<file path="src/rtl/enc_pkg.sv">
package enc_pkg;
  localparam int CODE_K     = 7;
  localparam int N_OUT      = 4;
  localparam int SUB_BITS   = 32;
  localparam int BLOCK_BITS = 128;
  localparam int STEPS_PER_SUB   = SUB_BITS / N_OUT;
  localparam int STEPS_PER_BLOCK = BLOCK_BITS / N_OUT;
  localparam int TAIL_LEN   = CODE_K - 1;
  localparam logic [N_OUT-1:0] TAIL_KEEP = 4'b0011;

  typedef logic [N_OUT-1:0] cbits_t;
  typedef enum logic [1:0] {ST_DATA, ST_TAIL, ST_PAD} enc_state_e;

  function automatic logic [CODE_K-1:0] gen_poly(input int j);
    case (j)
      0:       gen_poly = 7'o133;
      1:       gen_poly = 7'o171;
      2:       gen_poly = 7'o145;
      default: gen_poly = 7'o133;
    endcase
  endfunction
endpackage

</file>
<file path="src/rtl/conv_core.sv">
module conv_core
  import enc_pkg::*;
(
  input  logic              clk,
  input  logic              rst,
  input  logic              step,
  input  logic              din,
  output cbits_t            code,
  output logic [CODE_K-2:0] state_q
);
  logic [CODE_K-1:0] win;

  assign win = {din, state_q};

  generate
    for (genvar j = 0; j < N_OUT; j++) begin : g_out
      assign code[j] = ^(win & gen_poly(j));
    end
  endgenerate

  always_ff @(posedge clk) begin
    if (rst)       state_q <= '0;
    else if (step) state_q <= {din, state_q[CODE_K-2:1]};
  end
endmodule

</file>
<file path="src/rtl/punct_sched.sv">
module punct_sched
  import enc_pkg::*;
#(
  parameter int SEG_DEPTH = 4,
  parameter int BLK_CNT_W = 8
) (
  input  logic                         clk,
  input  logic                         rst,
  input  logic                         tbl_we,
  input  logic [$clog2(SEG_DEPTH)-1:0] tbl_idx,
  input  logic [SUB_BITS-1:0]          tbl_vec,
  input  logic [BLK_CNT_W-1:0]         tbl_blocks,
  input  logic                         adv,
  input  logic                         restart,
  input  logic                         tail,
  output cbits_t                       keep
);
  localparam int SEG_W   = $clog2(SEG_DEPTH);
  localparam int POS_W   = $clog2(STEPS_PER_BLOCK);
  localparam int SUBP_W  = $clog2(STEPS_PER_SUB);
  localparam int LAST_POS = STEPS_PER_BLOCK - 1;
  localparam int LAST_SEG = SEG_DEPTH - 1;

  logic [SUB_BITS-1:0]  vec_mem [SEG_DEPTH];
  logic [BLK_CNT_W-1:0] cnt_mem [SEG_DEPTH];

  logic [SEG_W-1:0]     seg_q;
  logic [POS_W-1:0]     pos_q;
  logic [BLK_CNT_W-1:0] blk_q;

  logic [SUB_BITS-1:0]  cur_vec;
  logic [BLK_CNT_W:0]   cur_lim;
  logic [BLK_CNT_W:0]   blk_inc;
  cbits_t               data_keep;

  always_ff @(posedge clk) begin
    if (tbl_we) begin
      vec_mem[tbl_idx] <= tbl_vec;
      cnt_mem[tbl_idx] <= tbl_blocks;
    end
  end

  assign cur_vec   = vec_mem[seg_q];
  assign cur_lim   = (cnt_mem[seg_q] == '0) ? (BLK_CNT_W+1)'(1) : {1'b0, cnt_mem[seg_q]};
  assign blk_inc   = {1'b0, blk_q} + (BLK_CNT_W+1)'(1);
  assign data_keep = cur_vec[{pos_q[SUBP_W-1:0], 2'b00} +: N_OUT];
  assign keep      = tail ? TAIL_KEEP : data_keep;

  always_ff @(posedge clk) begin
    if (rst || restart) begin
      seg_q <= '0;
      pos_q <= '0;
      blk_q <= '0;
    end else if (adv) begin
      if (pos_q == POS_W'(LAST_POS)) begin
        pos_q <= '0;
        if (blk_inc >= cur_lim) begin
          if (seg_q != SEG_W'(LAST_SEG)) begin
            seg_q <= seg_q + SEG_W'(1);
            blk_q <= '0;
          end
        end else begin
          blk_q <= blk_inc[BLK_CNT_W-1:0];
        end
      end else begin
        pos_q <= pos_q + POS_W'(1);
      end
    end
  end

  p_seg_range_r6: assert property (@(posedge clk) disable iff (rst)
    seg_q <= SEG_W'(LAST_SEG));

  p_pos_step_r4: assert property (@(posedge clk) disable iff (rst)
    (adv && !restart && pos_q != POS_W'(LAST_POS)) |=> (pos_q == $past(pos_q) + POS_W'(1)));
endmodule

</file>
<file path="src/rtl/bit_packer.sv">
module bit_packer
  import enc_pkg::*;
#(
  parameter int ACC_W = 16
) (
  input  logic       clk,
  input  logic       rst,
  input  logic       push,
  input  cbits_t     bits,
  input  cbits_t     keep,
  input  logic       last_in,
  input  logic       flush,
  output logic [7:0] out_byte,
  output logic       out_valid,
  output logic       out_last
);
  localparam int CNT_W = $clog2(ACC_W + 1);

  logic [ACC_W-1:0] acc_q, acc_sum, acc_nxt, acc_shift, acc_pad;
  logic [CNT_W-1:0] cnt_q, cnt_sum, cnt_nxt;
  logic [N_OUT-1:0] pk;
  logic [CNT_W-1:0] nk;
  logic             emit;
  logic [7:0]       byte_nxt;
  logic             last_nxt;

  always_comb begin
    pk = '0;
    nk = '0;
    for (int j = 0; j < N_OUT; j++) begin
      if (keep[j]) begin
        pk = {pk[N_OUT-2:0], bits[j]};
        nk = nk + CNT_W'(1);
      end
    end
  end

  assign acc_sum   = (acc_q << nk) | ACC_W'(pk);
  assign cnt_sum   = cnt_q + nk;
  assign acc_shift = acc_sum >> (cnt_sum - CNT_W'(8));
  assign acc_pad   = acc_q << (CNT_W'(8) - cnt_q);

  always_comb begin
    emit     = 1'b0;
    byte_nxt = '0;
    last_nxt = 1'b0;
    cnt_nxt  = cnt_q;
    acc_nxt  = acc_q;
    if (flush) begin
      emit     = (cnt_q != '0);
      byte_nxt = acc_pad[7:0];
      last_nxt = (cnt_q != '0);
      cnt_nxt  = '0;
      acc_nxt  = '0;
    end else if (push) begin
      if (cnt_sum >= CNT_W'(8)) begin
        emit     = 1'b1;
        byte_nxt = acc_shift[7:0];
        cnt_nxt  = cnt_sum - CNT_W'(8);
      end else begin
        cnt_nxt  = cnt_sum;
      end
      acc_nxt  = acc_sum & ~({ACC_W{1'b1}} << cnt_nxt);
      last_nxt = emit && last_in && (cnt_nxt == '0);
    end
  end

  always_ff @(posedge clk) begin
    if (rst) begin
      acc_q     <= '0;
      cnt_q     <= '0;
      out_byte  <= '0;
      out_valid <= 1'b0;
      out_last  <= 1'b0;
    end else begin
      acc_q     <= acc_nxt;
      cnt_q     <= cnt_nxt;
      out_valid <= emit;
      out_last  <= last_nxt;
      if (emit) out_byte <= byte_nxt;
    end
  end

  p_cnt_bound_r7: assert property (@(posedge clk) disable iff (rst)
    cnt_q < CNT_W'(8));

  p_last_valid_r8: assert property (@(posedge clk) disable iff (rst)
    out_last |-> out_valid);
endmodule

</file>
<file path="src/rtl/conv_punct_enc.sv">
module conv_punct_enc
  import enc_pkg::*;
#(
  parameter int SEG_DEPTH = 4,
  parameter int BLK_CNT_W = 8,
  parameter int ACC_W     = 16
) (
  input  logic                         clk,
  input  logic                         rst,
  input  logic                         tbl_we,
  input  logic [$clog2(SEG_DEPTH)-1:0] tbl_idx,
  input  logic [31:0]                  tbl_vec,
  input  logic [BLK_CNT_W-1:0]         tbl_blocks,
  input  logic                         in_valid,
  input  logic                         in_bit,
  input  logic                         in_last,
  output logic [7:0]                   out_byte,
  output logic                         out_valid,
  output logic                         out_last
);
  localparam int TC_W = $clog2(TAIL_LEN + 1);

  enc_state_e        st_q;
  logic [TC_W-1:0]   tail_q;
  logic              step, din, tail_end, in_data;
  cbits_t            code, keep;
  logic [CODE_K-2:0] enc_reg;

  assign in_data  = (st_q == ST_DATA);
  assign step     = (in_data && in_valid) || (st_q == ST_TAIL);
  assign din      = in_data ? in_bit : 1'b0;
  assign tail_end = (st_q == ST_TAIL) && (tail_q == TC_W'(TAIL_LEN - 1));

  always_ff @(posedge clk) begin
    if (rst) begin
      st_q   <= ST_DATA;
      tail_q <= '0;
    end else begin
      case (st_q)
        ST_DATA: if (in_valid && in_last) begin
          st_q   <= ST_TAIL;
          tail_q <= '0;
        end
        ST_TAIL: begin
          tail_q <= tail_q + TC_W'(1);
          if (tail_end) st_q <= ST_PAD;
        end
        default: st_q <= ST_DATA;
      endcase
    end
  end

  conv_core u_core (
    .clk     (clk),
    .rst     (rst),
    .step    (step),
    .din     (din),
    .code    (code),
    .state_q (enc_reg)
  );

  punct_sched #(
    .SEG_DEPTH (SEG_DEPTH),
    .BLK_CNT_W (BLK_CNT_W)
  ) u_sched (
    .clk        (clk),
    .rst        (rst),
    .tbl_we     (tbl_we),
    .tbl_idx    (tbl_idx),
    .tbl_vec    (tbl_vec),
    .tbl_blocks (tbl_blocks),
    .adv        (in_data && in_valid),
    .restart    (st_q == ST_PAD),
    .tail       (st_q == ST_TAIL),
    .keep       (keep)
  );

  bit_packer #(
    .ACC_W (ACC_W)
  ) u_pack (
    .clk       (clk),
    .rst       (rst),
    .push      (step),
    .bits      (code),
    .keep      (keep),
    .last_in   (tail_end),
    .flush     (st_q == ST_PAD),
    .out_byte  (out_byte),
    .out_valid (out_valid),
    .out_last  (out_last)
  );

  p_flush_clean_r3: assert property (@(posedge clk) disable iff (rst)
    tail_end |=> (enc_reg == '0));

  p_quiet_flush_r3: assert property (@(posedge clk) disable iff (rst)
    (st_q != ST_DATA) |-> !in_valid);

  p_pad_once_r9: assert property (@(posedge clk) disable iff (rst)
    (st_q == ST_PAD) |=> (st_q == ST_DATA));
endmodule

</file>
<file path="config.mk">
export PLATFORM = sky130hd
export DESIGN_NAME = conv_punct_enc
export DESIGN_NICKNAME = d
export VERILOG_FILES = /design/src/rtl/enc_pkg.sv /design/src/rtl/conv_core.sv /design/src/rtl/punct_sched.sv /design/src/rtl/bit_packer.sv /design/src/rtl/conv_punct_enc.sv
export SDC_FILE = /design/constraint.sdc
export NUM_CORES = 1
export LEC_CHECK = 0
export BUFFER_PORTS_ARGS = -buffer_cell sky130_fd_sc_hd__buf_2
export CAP_MARGIN = 20
export CORE_UTILIZATION = 50
export CTS_BUF_LIST = sky130_fd_sc_hd__clkbuf_8
export DETAILED_ROUTE_END_ITERATION = 10
export GPL_TIMING_DRIVEN = 1
export MAX_ROUTING_LAYER = met4
export PLACE_DENSITY_LB_ADDON = 0.1
export SKIP_LAST_GASP = 1
export SLEW_MARGIN = 20
export SYNTH_ARGS = -nofsm -noshare
export SYNTH_HDL_FRONTEND = slang
export SYNTH_SLANG_ARGS = --single-unit
</file>
<file path="constraint.sdc">
create_clock -name clk -period 14 [get_ports clk]
set_clock_uncertainty 0.2 [all_clocks]
set_input_delay 2.1 -clock clk [delete_from_list [all_inputs] [get_ports clk]]
set_output_delay 2.1 -clock clk [all_outputs]
set_load 0.03 [all_outputs]
</file>
==> results.sh, run 1 <==
export IMPL_postRouteWirelength_um=28300
export IMPL_synth_ff_latch_count=219
export IMPL_hold_ws_ns=0.270
export IMPL_hold_path_class="reg2reg"
export IMPL_routability_cong=0.924
export IMPL_htree_num_levels=2
export IMPL_whs_path_depth=2
export IMPL_hold_path_startpoint="u_core.state_q[0]$_SDFFE_PP0P_"
export IMPL_cts_setup_buffers=0
export IMPL_post_cts_resize_count=0
export IMPL_timing_reg2reg_worst_path_depth=27
export IMPL_crit_slowest_cell="sky130_fd_sc_hd__ha_1"
export IMPL_grt_first_pass_wirelength_um=45600
export IMPL_ctsHoldBuffers=0
export IMPL_die_w_um=156
export IMPL_synthToLayoutAreaGrowth_pct=10.1
export IMPL_place_area_um2=12300
export IMPL_ant_nets=0
export IMPL_cp_end_kind="flop"
export IMPL_fin_area_um2=13000
export IMPL_fin_total_pwr_mw=1.95
export IMPL_cts_tree="built"
export IMPL_dominantRegCellSynth="sky130_fd_sc_hd__edfxtp_1"
export IMPL_clock_sinks=219
export IMPL_antenna_found_initial=1
export IMPL_syn_avg_cell_area_um2=11.2
export IMPL_timing_final_max_slew_violations=0
export IMPL_layout_cells_non_filler=1440
export IMPL_outcome="complete, no violations"
export IMPL_max_clock_path_buffers=3
export IMPL_drt_pre_antenna_iters=5
export IMPL_fillCellCount=1973
export IMPL_ir_worst_vdd_mv=0.0969
export IMPL_max_cap_violations=0
export IMPL_startpoint_type="flop"
export IMPL_critical_path_peak_fanout=43
export IMPL_dpl_worst_slack_ns=5.09
export IMPL_die_area_um2=24300
export IMPL_sequential_area_um2=5990
export IMPL_finalCriticalPeriod_ns=9.03
export IMPL_cp_arrival_ns=9.23
export IMPL_route_detailed_vias_per_inst=6.11
export IMPL_dieHeight_um=156
export IMPL_design_portCount=58
export IMPL_placed_cells=1375
export IMPL_yosys_area_top_type_share=0.406
export IMPL_total_leakage_power_nw=4.57
export IMPL_port_buffer_count=57
export IMPL_worstPathRequired_ns=14.20
export IMPL_initialDrtViolationCount=660
export IMPL_vias=8800
export IMPL_synth_yosys_seq_area_share=0.506
export IMPL_finalHoldViolations=0
export IMPL_synthDistinctLibCells=99
export IMPL_yosys_area_top_type="sky130_fd_sc_hd__edfxtp_1"
export IMPL_final_critical_path_setup_slack_ns=4.97
export IMPL_start_util=0.516
export IMPL_worstHoldEndpoint="u_core.state_q[0]$_SDFFE_PP0P_"
export IMPL_synth_edff_count=160
export IMPL_synth_async_reset_ratio=0
export IMPL_kind_of_cell_with_the_highest_combined_delay_on_the_critical_path="compound AO/OA/AOI/OAI gates"
export IMPL_yosys_warnings=0
export IMPL_timing_critical_path_mode_cell="sky130_fd_sc_hd__ha_1"
export IMPL_post_detailed_route_wirelength_per_cell_um=19.6
export IMPL_numCtsBuffers=39
export IMPL_timing_reg2reg_setup_slack_ns=4.97
export IMPL_half_perimeter_wire_length_after_placement_um=18900
export IMPL_r2r_end="u_pack.out_byte[1]$_SDFFE_PP0P_"
export IMPL_synthesis_area_um2=11800
export IMPL_largest_cells_by_area_after_synthesis="sky130_fd_sc_hd__edfxtp_1, sky130_fd_sc_hd__dfxtp_1, sky130_fd_sc_hd__mux4_2"
export IMPL_grt_start_max_net_pins=52
export IMPL_grt_pass1_vias=8455
export IMPL_final_layout_size_suffix_gt1_frac=0.187
export IMPL_worst_pin_slew_ns=1.11
export IMPL_clock_root_buffer="sky130_fd_sc_hd__clkbuf_8"
export IMPL_clk_transition_reported_paths_ns=0.06
export IMPL_multi_input_area_um2=5450
export IMPL_remaining_drc_errors=0
export IMPL_totalNegativeSetupSlack_ns=0
export IMPL_utilization_after_layout=0.568
export IMPL_slowest_delay_ns=0.71
export IMPL_synth_cells=1056
export IMPL_fmaxAchievable_ghz=0.111
export IMPL_worst_path_buf_inv=5
export IMPL_criticalPathCategory="reg2reg"
export IMPL_power_density_nw_per_um2=150
export IMPL_final_setup_violation_count=0
export IMPL_gr_total_overflow=0
export IMPL_synth_net_count=1127
export IMPL_relSlewSlack=0.261
export IMPL_core_area_um2=22900
export IMPL_clock_latency_ns=0.54
export IMPL_final_net_count=1174
export IMPL_num_rows=55
export IMPL_global_routing_usage_summed_across_all_routing_layers=0.247
export IMPL_post_route_period_util=0.645
export IMPL_unrepaired_setup_endpoints_after_global_routing="false"
worst min-delay path, stage by stage, from the launching register on:
cell                      delay [ns]
sky130_fd_sc_hd__dfxtp_1        0.32
sky130_fd_sc_hd__nand2_1        0.05
sky130_fd_sc_hd__a21oi_1        0.05
cell families after synthesis:
family / count (synthesis) / synth area share
simple gates: 341 / 0.138
compound gates: 260 / 0.157
flops: 219 / 0.506
mux: 94 / 0.121
buf+inv: 94 / 0.0351
xor+xnor: 24 / 0.0178
fa+ha+maj: 23 / 0.0250
other cells: 1 / 0.000317
cells in the final DEF, fill, tap and decap left out, types with 6 or more instances in the layout:
cell,netlist,layout
sky130_fd_sc_hd__and3_1,10,9
sky130_fd_sc_hd__nand2_1,93,93
sky130_fd_sc_hd__and2_1,11,11
sky130_fd_sc_hd__o211ai_1,17,17
sky130_fd_sc_hd__edfxtp_1,160,160
sky130_fd_sc_hd__buf_2,12,57
sky130_fd_sc_hd__nand3_1,38,38
sky130_fd_sc_hd__a21oi_1,61,61
sky130_fd_sc_hd__clkinv_1,3,9
sky130_fd_sc_hd__nor3_1,32,32
sky130_fd_sc_hd__nor2_1,89,87
sky130_fd_sc_hd__o22ai_1,13,13
sky130_fd_sc_hd__mux2i_1,37,37
sky130_fd_sc_hd__dfxtp_1,59,57
sky130_fd_sc_hd__a21o_1,10,10
sky130_fd_sc_hd__or3_1,6,6
sky130_fd_sc_hd__a22oi_1,10,10
sky130_fd_sc_hd__o21ai_0,37,37
sky130_fd_sc_hd__buf_4,2,17
sky130_fd_sc_hd__inv_1,20,30
sky130_fd_sc_hd__nand2b_1,7,7
sky130_fd_sc_hd__clkbuf_8,0,41
sky130_fd_sc_hd__nor4_1,11,10
sky130_fd_sc_hd__mux2_2,18,18
sky130_fd_sc_hd__xnor2_1,12,12
sky130_fd_sc_hd__ha_1,22,22
sky130_fd_sc_hd__a211oi_1,18,18
sky130_fd_sc_hd__mux4_2,33,33
sky130_fd_sc_hd__a31oi_1,10,10
sky130_fd_sc_hd__xor2_1,12,12
sky130_fd_sc_hd__a32oi_1,10,10
sky130_fd_sc_hd__nor2b_1,13,13
where the power goes:
part,leakage (nW),internal [mW],switching (mW)
Combinational,2.24,0.217,0.445
Sequential,1.95,0.738,0.0276
Clock,0.382,0.271,0.255
Total,4.57,1.23,0.727
per-layer routing:
metal / routed length [µm] / GRT usage / vias up
li1: - / - / 4176
met1: 12600 / 0.330 / 4257
met2: 13300 / 0.387 / 307
met3: 1560 / 0.0369 / 60
met4: 808 / 0.0864 / 0
met5: 0 / - / -
sequential cells by signal, summed over array words and instances (netlist names), named ones only:
register,flops
st_q,2
tail_q,3
u_core.state_q,6
u_pack.acc_q,16
u_pack.cnt_q,5
u_pack.out_byte,8
u_pack.out_last,1
u_pack.out_valid,1
u_sched.blk_q,8
u_sched.cnt_mem,32
u_sched.pos_q,5
u_sched.seg_q,2
u_sched.vec_mem,128
Yosys cell counts (all sizes together) (4+ instances only):
master / n
and2: 12
o211ai: 18
nor3: 33
and3: 10
nand2b: 7
nand4: 4
o2111ai: 6
ha: 22
nor4: 13
edfxtp: 160
buf: 27
o211a: 5
o22ai: 13
a211o: 5
nor2b: 13
a221oi: 4
a32oi: 10
clkbuf: 41
a21o: 10
inv: 23
xor2: 12
a211oi: 19
a21oi: 61
mux4: 35
nor3b: 5
o32ai: 4
mux2i: 39
dfxtp: 59
nand3: 38
or3: 7
nor2: 90
a31oi: 10
nand2: 93
or2: 6
mux2: 20
xnor2: 12
o31ai: 6
o21ai: 41
a22oi: 11
area by class of cell:
type | instances | share of cell area
inverters | 26 | 0.00749
diodes | 1 | 0.000192
clock buffers | 41 | 0.0433
multi-input cells | 743 | 0.419
well taps | 313 | 0.0301
repair buffers | 74 | 0.0317
clock inverters | 23 | 0.00865
flip-flops and latches | 219 | 0.460
worst max path at each step:
stage / start / endpoint / slack [ns] / depth (start not counted)
floorplan: flop / u_pack.out_byte[1]$_SDFFE_PP0P_ / 6.68 / 31
global placement: flop / u_pack.out_byte[1]$_SDFFE_PP0P_ / 5.41 / 27
detailed placement: flop / u_pack.out_byte[1]$_SDFFE_PP0P_ / 5.09 / 27
CTS: flop / u_pack.out_byte[1]$_SDFFE_PP0P_ / 5.06 / 27
global route: flop / u_pack.out_byte[1]$_SDFFE_PP0P_ / 4.33 / 27
finish: flop / u_pack.out_byte[1]$_SDFFE_PP0P_ / 4.97 / 27
No activity file was read; power rests on OpenSTA's default activity.
==> run 2: changes to the inputs <==
--- a/config.mk
+++ b/config.mk
@@ -5,6 +5,7 @@
 export SDC_FILE = /design/constraint.sdc
 export NUM_CORES = 1
 export LEC_CHECK = 0
+export ABC_AREA = 1
 export BUFFER_PORTS_ARGS = -buffer_cell sky130_fd_sc_hd__buf_2
 export CAP_MARGIN = 20
 export CORE_UTILIZATION = 50
==> constraint.sdc (replaced) <==
create_clock -name clk -period 9.4 [get_ports clk]
set_clock_uncertainty 0.2 [all_clocks]
set_input_delay 1.41 -clock clk [delete_from_list [all_inputs] [get_ports clk]]
set_output_delay 1.41 -clock clk [all_outputs]
set_load 0.03 [all_outputs]
==> run 2 against run 1 <==
Net effect:
- final area decreased by 4.9%
- clock-buffer cell count increased by 7
- core utilization decreased by 0.28 points
- largest power group unchanged
- critical path type unchanged
- largest cell class unchanged
==> results.sh, run 2 <==
export IMPL_global_routing_usage_summed_across_all_routing_layers=0.247
export IMPL_design_portCount=58
export IMPL_largest_registers="u_sched.vec_mem x128, u_sched.cnt_mem x32, u_pack.acc_q x16"
export IMPL_synth_yosys_seq_area_share=0.536
export IMPL_remaining_drc_errors=0
export IMPL_dieHeight_um=151
export IMPL_yosys_cell_count_top_type="sky130_fd_sc_hd__nand2_1"
export IMPL_max_cap_violations=0
export IMPL_start_util=0.510
export IMPL_hold_path_class="reg2reg"
export IMPL_startpoint_type="flop"
export IMPL_synth_ff_latch_count=219
export IMPL_largest_cells_by_area_after_synthesis="sky130_fd_sc_hd__edfxtp_1, sky130_fd_sc_hd__dfxtp_1, sky130_fd_sc_hd__nand2_1"
export IMPL_slowest_delay_ns=0.65
export IMPL_yosys_warnings=0
export IMPL_cp_end_kind="flop"
export IMPL_final_layout_size_suffix_gt1_frac=0.128
export IMPL_switching_share=0.373
export IMPL_max_clock_path_buffers=3
export IMPL_sequential_area_um2=5990
export IMPL_layout_cells_non_filler=1632
export IMPL_fillCellCount=2031
export IMPL_whs_path_depth=2
export IMPL_final_setup_violation_count=0
export IMPL_power_net_switching_mw=1.13
export IMPL_synth_net_count=1339
export IMPL_synth_fa_ha_area_frac=0.0264
export IMPL_post_route_period_util=0.661
export IMPL_timing_critical_path_mode_cell="sky130_fd_sc_hd__inv_1"
export IMPL_clock_latency_ns=0.52
export IMPL_route_detailed_vias_per_inst=5.45
export IMPL_largest_register="u_sched.vec_mem"
export IMPL_initialDrtViolationCount=525
export IMPL_crit_slowest_cell="sky130_fd_sc_hd__inv_2"
export IMPL_final_cell_mix="sky130_fd_sc_hd__nand2_1, sky130_fd_sc_hd__nand3_1, sky130_fd_sc_hd__edfxtp_1"
export IMPL_utilization_after_layout=0.565
export IMPL_cts_setup_buffers=0
export IMPL_final_net_count=1392
export IMPL_postRouteWirelength_um=26500
export IMPL_routability_cong=0.915
export IMPL_r2r_end="u_pack.acc_q[2]$_SDFFE_PP0P_"
export IMPL_intPower_mw=1.89
export IMPL_synth_async_reset_ratio=0
export IMPL_largest_register_ffs=128
export IMPL_ir_worst_vdd_mv=0.247
export IMPL_total_leakage_power_nw=5.07
export IMPL_synth_xor_xnor_area_share=0.0118
export IMPL_power_density_nw_per_um2=244
export IMPL_htree_num_levels=2
export IMPL_core_area_um2=21900
export IMPL_outcome="complete, no violations"
export IMPL_relSlewSlack=0.335
export IMPL_clock_sinks=219
export IMPL_vias=8902
export IMPL_synth_cells=1268
export IMPL_post_cts_resize_count=0
export IMPL_grt_start_max_net_pins=81
export IMPL_placed_cells=1561
export IMPL_yosys_area_top_type_share=0.430
export IMPL_comb_power_share=0.336
export IMPL_synthesis_area_um2=11200
export IMPL_worst_pin_slew_ns=0.997
export IMPL_synthDistinctLibCells=52
export IMPL_clk_transition_reported_paths_ns=0.06
export IMPL_num_rows=54
export IMPL_dominantRegCellSynth="sky130_fd_sc_hd__edfxtp_1"
export IMPL_synth_commonest_cells="sky130_fd_sc_hd__nand2_1, sky130_fd_sc_hd__nand3_1, sky130_fd_sc_hd__edfxtp_1"
export IMPL_totalNegativeSetupSlack_ns=0
export IMPL_hold_ws_ns=0.270
export IMPL_cts_tree="built"
export IMPL_finalHoldViolations=0
export IMPL_synthMuxAreaShare=0.000897
export IMPL_synth_edff_count=160
export IMPL_timing_final_max_slew_violations=0
export IMPL_dpl_worst_slack_ns=3.28
export IMPL_ant_nets=0
export IMPL_drt_pre_antenna_iters=5
export IMPL_post_detailed_route_wirelength_per_cell_um=16.2
export IMPL_port_buffer_count=57
export IMPL_yosys_area_top_type="sky130_fd_sc_hd__edfxtp_1"
export IMPL_multi_input_area_um2=4490
export IMPL_final_critical_path_setup_slack_ns=3.18
export IMPL_combinational_family_with_the_most_area_after_synthesis="simple AND/OR/NAND/NOR gates"
export IMPL_synthToLayoutAreaGrowth_pct=10.9
export IMPL_clock_power_share=0.290
export IMPL_timing_reg2reg_setup_slack_ns=3.18
export IMPL_antenna_found_initial=2
export IMPL_leading_cell_type_in_the_layout_fill_and_taps_excluded="sky130_fd_sc_hd__nand2_1"
export IMPL_cp_arrival_ns=6.37
export IMPL_finalCriticalPeriod_ns=6.22
export IMPL_criticalPathCategory="reg2reg"
export IMPL_synth_simple_gate_area_share=0.253
export IMPL_timing_reg2reg_worst_path_depth=28
export IMPL_clock_root_buffer="sky130_fd_sc_hd__clkbuf_8"
export IMPL_unrepaired_setup_endpoints_after_global_routing="false"
export IMPL_synth_compound_gate_area_share=0.107
export IMPL_ctsHoldBuffers=0
export IMPL_fmaxAchievable_ghz=0.161
export IMPL_grt_first_pass_wirelength_um=42600
export IMPL_gr_total_overflow=0
export IMPL_cp_endpoint="u_pack.acc_q[2]$_SDFFE_PP0P_"
export IMPL_die_w_um=151
export IMPL_syn_avg_cell_area_um2=8.80
export IMPL_critical_path_peak_fanout=42
export IMPL_die_area_um2=22900
export IMPL_numCtsBuffers=38
export IMPL_half_perimeter_wire_length_after_placement_um=17900
export IMPL_grt_pass1_vias=8478
export IMPL_worstPathRequired_ns=9.56
export IMPL_power_share_sequential=0.374
export IMPL_hold_path_startpoint="u_sched.blk_q[7]$_SDFFE_PP0P_"
==> run 2: changes by cell type in the layout (fill, tap and decap cells not counted), moves of 13 or more <==
| cell | before | now |
|---|---|---|
| sky130_fd_sc_hd__mux4_2 | 33 | 0 |
| sky130_fd_sc_hd__a211oi_1 | 18 | 3 |
| sky130_fd_sc_hd__nor2_1 | 87 | 135 |
| sky130_fd_sc_hd__nand2_1 | 93 | 278 |
| sky130_fd_sc_hd__inv_1 | 30 | 102 |
| sky130_fd_sc_hd__mux2_2 | 18 | 0 |
| sky130_fd_sc_hd__nand2_2 | 0 | 13 |
| sky130_fd_sc_hd__nor2b_1 | 13 | 0 |
| sky130_fd_sc_hd__mux2i_1 | 37 | 1 |
| sky130_fd_sc_hd__o21ai_0 | 37 | 81 |
| sky130_fd_sc_hd__nand3_1 | 38 | 169 |
| sky130_fd_sc_hd__nor3_1 | 32 | 5 |
==> run 2: layout make-up <==
class	instances	share of cell area
antenna	2	0.000404
clock buffer	48	0.0534
clock inverter	21	0.0109
inverter	105	0.0324
multi-input combinational	891	0.362
sequential	219	0.484
tap	280	0.0283
timing repair buffer	66	0.0285
==> run 2: kinds of logic (layout without fill, tap and decap cells) <==
kind of cell | after synthesis | count (layout)
other cells | 1 | 3
fa+ha+maj | 23 | 23
simple gates | 636 | 636
flops | 219 | 219
compound gates | 215 | 215
mux | 1 | 1
xor+xnor | 15 | 15
buf+inv | 158 | 240
==> run 2: worst max-delay path, delay by kind of cell (launching register included) <==
family | cells | cell delay (ns)
flip-flops | 1 | 0.29
AND/OR/NAND/NOR | 13 | 2.31
AO/OA/AOI/OAI | 4 | 0.77
adder cells (fa/ha/maj) | 3 | 0.83
buffers and inverters | 8 | 1.61
==> run 2: layer usage <==
| layer | vias to the layer above | share of wire | global-route usage | routed length, µm |
|---|---|---|---|---|
| met1 | 4177 | 0.45 | 0.321 | 12000 |
| met2 | 224 | 0.48 | 0.399 | 12700 |
| li1 | 4470 | - | - | - |
| met5 | - | 0 | - | 0 |
| met3 | 31 | 0.054 | 0.0425 | 1430 |
| met4 | 0 | 0.014 | 0.0670 | 376 |
==> run 2: power by group through the flow <==
stage                     combinational [mW]  clock (mW)  sequential (mW)
after CTS                               1.00       0.894             1.13
after global routing                    1.13       0.940             1.14
final                                   1.01       0.877             1.13
after detailed placement               0.997           0             1.15
after global placement                 0.995           0             1.15
after floorplan                        0.764           0             1.16
==> run 2: how the worst min path moves through the flow <==
stage | to | slack, ns
final | u_sched.blk_q[7]$_SDFFE_PP0P_ | 0.27
after global routing | u_sched.blk_q[1]$_SDFFE_PP0P_ | 0.31
after CTS | u_sched.blk_q[7]$_SDFFE_PP0P_ | 0.27
after detailed placement | u_sched.blk_q[7]$_SDFFE_PP0P_ | 0.26
after global placement | u_sched.blk_q[7]$_SDFFE_PP0P_ | 0.25
after floorplan | u_sched.blk_q[7]$_SDFFE_PP0P_ | 0.24
==> run 2: through the flow <==
stage	power (mW)	instance area (µm²)
after global placement	2.14	11600
after floorplan	1.92	11200
after global routing	3.21	12400
after CTS	3.02	12400
final	3.02	12400
after detailed placement	2.15	11600
==> run 3: changes to the inputs <==
--- a/config.mk
+++ b/config.mk
@@ -5,7 +5,7 @@
 export SDC_FILE = /design/constraint.sdc
 export NUM_CORES = 1
 export LEC_CHECK = 0
-export ABC_AREA = 1
+export ABC_AREA = 0
 export BUFFER_PORTS_ARGS = -buffer_cell sky130_fd_sc_hd__buf_2
 export CAP_MARGIN = 20
 export CORE_UTILIZATION = 50
==> constraint.sdc (replaced) <==
create_clock -name clk -period 5.4 [get_ports clk]
set_clock_uncertainty 0.2 [all_clocks]
set_input_delay 0.81 -clock clk [delete_from_list [all_inputs] [get_ports clk]]
set_output_delay 0.81 -clock clk [all_outputs]
set_load 0.03 [all_outputs]
==> run 3 against run 2 <==
Net effect:
- the run now ends with setup timing left
- power up 91%
- largest cell class unchanged
- setup slack worse by 3.2 ns
- largest power group is now combinational logic
- clock power up 66%
- critical path depth down 4
==> results.sh, run 3 (synthesis gave the netlist of run 1 again) <==
export IMPL_grtUsageMet2=0.423
export IMPL_final_cell_mix="sky130_fd_sc_hd__edfxtp_1, sky130_fd_sc_hd__buf_4, sky130_fd_sc_hd__nand2_1"
export IMPL_dpl_worst_slack_ns=-0.113
export IMPL_outcome="complete, but fails checks"
export IMPL_unrepaired_setup_endpoints_after_global_routing="true"
export IMPL_leading_cell_type_in_the_layout_fill_and_taps_excluded="sky130_fd_sc_hd__edfxtp_1"
export IMPL_die_w_um=156
export IMPL_largest_register_ffs=128
export IMPL_hold_path_startpoint="tbl_vec[27]"
export IMPL_comb_power_share=0.401
export IMPL_r2r_end="u_pack.out_byte[1]$_SDFFE_PP0P_"
export IMPL_switching_share=0.362
export IMPL_postRouteWirelength_um=30100
export IMPL_final_setup_violation_count=1
export IMPL_grt_first_pass_wirelength_um=47600
export IMPL_timing_reg2reg_setup_slack_ns=-0.03
export IMPL_max_clock_path_buffers=3
export IMPL_clock_latency_ns=0.57
export IMPL_startpoint_type="flop"
export IMPL_antenna_fix_cells=0
export IMPL_route_detailed_vias_per_inst=5.96
export IMPL_groute_layer_met3_usage=0.0425
export IMPL_cts_tree="built"
export IMPL_gr_total_overflow=0
export IMPL_timing_reg2reg_worst_path_depth=24
export IMPL_ir_worst_vdd_mv=0.241
export IMPL_hold_path_class="in2reg"
export IMPL_antenna_found_initial=0
export IMPL_cell_chain_of_the_critical_path="mux4_2 -> mux2i_2 -> o21ai_1 -> or4_4 -> inv_4 -> ha_4 -> clkinv_4 -> nor4_4 -> a221o_1 -> nor2_4 -> inv_2 -> ha_4 -> mux2i_4 -> inv_2 -> fa_2 -> a21o_1 -> a21oi_4 -> xor2_2 -> nor2_2 -> o21ai_2 -> buf_4 -> o41ai_1 -> o31ai_2 -> o31ai_1"
export IMPL_largest_register="u_sched.vec_mem"
export IMPL_cp_arrival_ns=5.69
export IMPL_criticalPathCategory="reg2reg"
export IMPL_global_routing_usage_summed_across_all_routing_layers=0.259
export IMPL_grt_pass1_vias=8989
export IMPL_ant_nets=0
export IMPL_timing_final_max_slew_violations=0
export IMPL_dieHeight_um=156
export IMPL_final_layout_size_suffix_gt1_frac=0.310
export IMPL_die_area_um2=24300
export IMPL_start_util=0.516
export IMPL_utilization_after_layout=0.630
export IMPL_remaining_drc_errors=0
export IMPL_largest_registers="u_sched.vec_mem x128, u_sched.cnt_mem x32, u_pack.acc_q x16"
export IMPL_fmaxAchievable_ghz=0.184
export IMPL_drt_pre_antenna_iters=5
export IMPL_multi_input_area_um2=5770
export IMPL_power_density_nw_per_um2=399
export IMPL_clock_sinks=219
export IMPL_final_net_count=1301
export IMPL_intPower_mw=3.68
export IMPL_power_share_sequential=0.346
export IMPL_cp_end_kind="flop"
export IMPL_htree_num_levels=2
export IMPL_numCtsBuffers=36
export IMPL_synthToLayoutAreaGrowth_pct=22.0
export IMPL_core_area_um2=22900
export IMPL_power_net_switching_mw=2.08
export IMPL_gr_usage_met1=0.322
export IMPL_worstHoldEndpoint="u_sched.vec_mem[0][27]$_DFFE_PP_"
export IMPL_worstPathRequired_ns=5.66
export IMPL_fillCellCount=1818
export IMPL_post_route_period_util=1.01
export IMPL_relSlewSlack=0.300
export IMPL_max_cap_violations=0
export IMPL_design_portCount=58
export IMPL_crit_slowest_cell="sky130_fd_sc_hd__mux4_2"
export IMPL_initialDrtViolationCount=592
export IMPL_half_perimeter_wire_length_after_placement_um=20800
export IMPL_slowest_delay_ns=0.53
export IMPL_critical_path_peak_fanout=8
export IMPL_worst_pin_slew_ns=1.05
export IMPL_finalCriticalPeriod_ns=5.43
export IMPL_whs_path_depth=1
export IMPL_total_leakage_power_nw=5.30
export IMPL_final_critical_path_setup_slack_ns=-0.0303
export IMPL_violations="setup timing"
export IMPL_finalHoldViolations=0
export IMPL_grt_start_max_net_pins=41
export IMPL_clk_transition_reported_paths_ns=0.07
export IMPL_sequential_area_um2=5990
export IMPL_port_buffer_count=57
export IMPL_clock_power_share=0.254
export IMPL_num_rows=55
export IMPL_clock_root_buffer="sky130_fd_sc_hd__clkbuf_8"
export IMPL_vias=9357
export IMPL_grt_max_usage_layer="met2"
export IMPL_post_detailed_route_wirelength_per_cell_um=19.2
export IMPL_routability_cong=0.902
## run 3: per-stage QoR
step / TNS, ns / hold WS [ns] / area (µm²) / power [mW] / std cells
after floorplan: -3.98 / 0.241 / 12100 / 3.33 / 1056
after global placement: -0.104 / 0.251 / 13300 / 4.15 / 1484
after detailed placement: -0.688 / 0.257 / 13300 / 4.14 / 1484
after CTS: 0 / 0.228 / 14100 / 5.63 / 1552
after global routing: -1.38 / 0.230 / 14400 / 6.05 / 1570
final: -0.0303 / 0.257 / 14400 / 5.76 / 1570
## run 3: timing repair
item / 4_1_cts / 5_1_grt
gates cloned: 0 / 2
setup buffers: 3 / 17
resized for setup: 7 / 37
endpoints found under the setup margin: 8 / 19
hold buffers: 0 / 0
pin swaps: 6 / 15
## run 3: worst max-delay path by stage
stage / from / end / slack, ns / cells after the start
floorplan: flop / u_pack.out_byte[1]$_SDFFE_PP0P_ / -0.57 / 29
finish: flop / u_pack.out_byte[1]$_SDFFE_PP0P_ / -0.03 / 24
global placement: flop / u_pack.out_byte[1]$_SDFFE_PP0P_ / -0.04 / 23
global route: flop / u_pack.out_byte[1]$_SDFFE_PP0P_ / -0.28 / 25
detailed placement: flop / u_pack.out_byte[1]$_SDFFE_PP0P_ / -0.11 / 26
CTS: flop / u_pack.out_byte[1]$_SDFFE_PP0P_ / 0.004 / 25
## run 3: area by class of cell
cell class | count | area share
repair buffers | 203 | 0.100
flip-flops and latches | 219 | 0.415
clock inverters | 27 | 0.0138
well taps | 313 | 0.0271
inverters | 26 | 0.00754
multi-input cells | 744 | 0.400
clock buffers | 38 | 0.0362
## run 3: worst max-delay path: cells and delay by family, from the launching register on
kind / cells / cell delay, ns
compound gates: 8 / 1.63
xor+xnor: 1 / 0.12
fa+ha+maj: 3 / 0.78
buf+inv: 5 / 0.47
flops: 1 / 0.44
mux: 3 / 0.92
simple gates: 4 / 0.76
## run 3: power groups by stage
| stage | clock network (mW) | logic, mW | registers [mW] |
|---|---|---|---|
| after CTS | 1.50 | 2.14 | 1.99 |
| after floorplan | 0 | 1.30 | 2.03 |
| after global routing | 1.57 | 2.47 | 2.00 |
| final | 1.46 | 2.31 | 1.99 |
| after global placement | 0 | 2.13 | 2.02 |
| after detailed placement | 0 | 2.12 | 2.03 |
## run 3: metal layers
layer,share of wire,up-vias
met3,0.060,88
met5,0,-
met2,0.49,344
met4,0.034,0
met1,0.42,4486
li1,-,4439
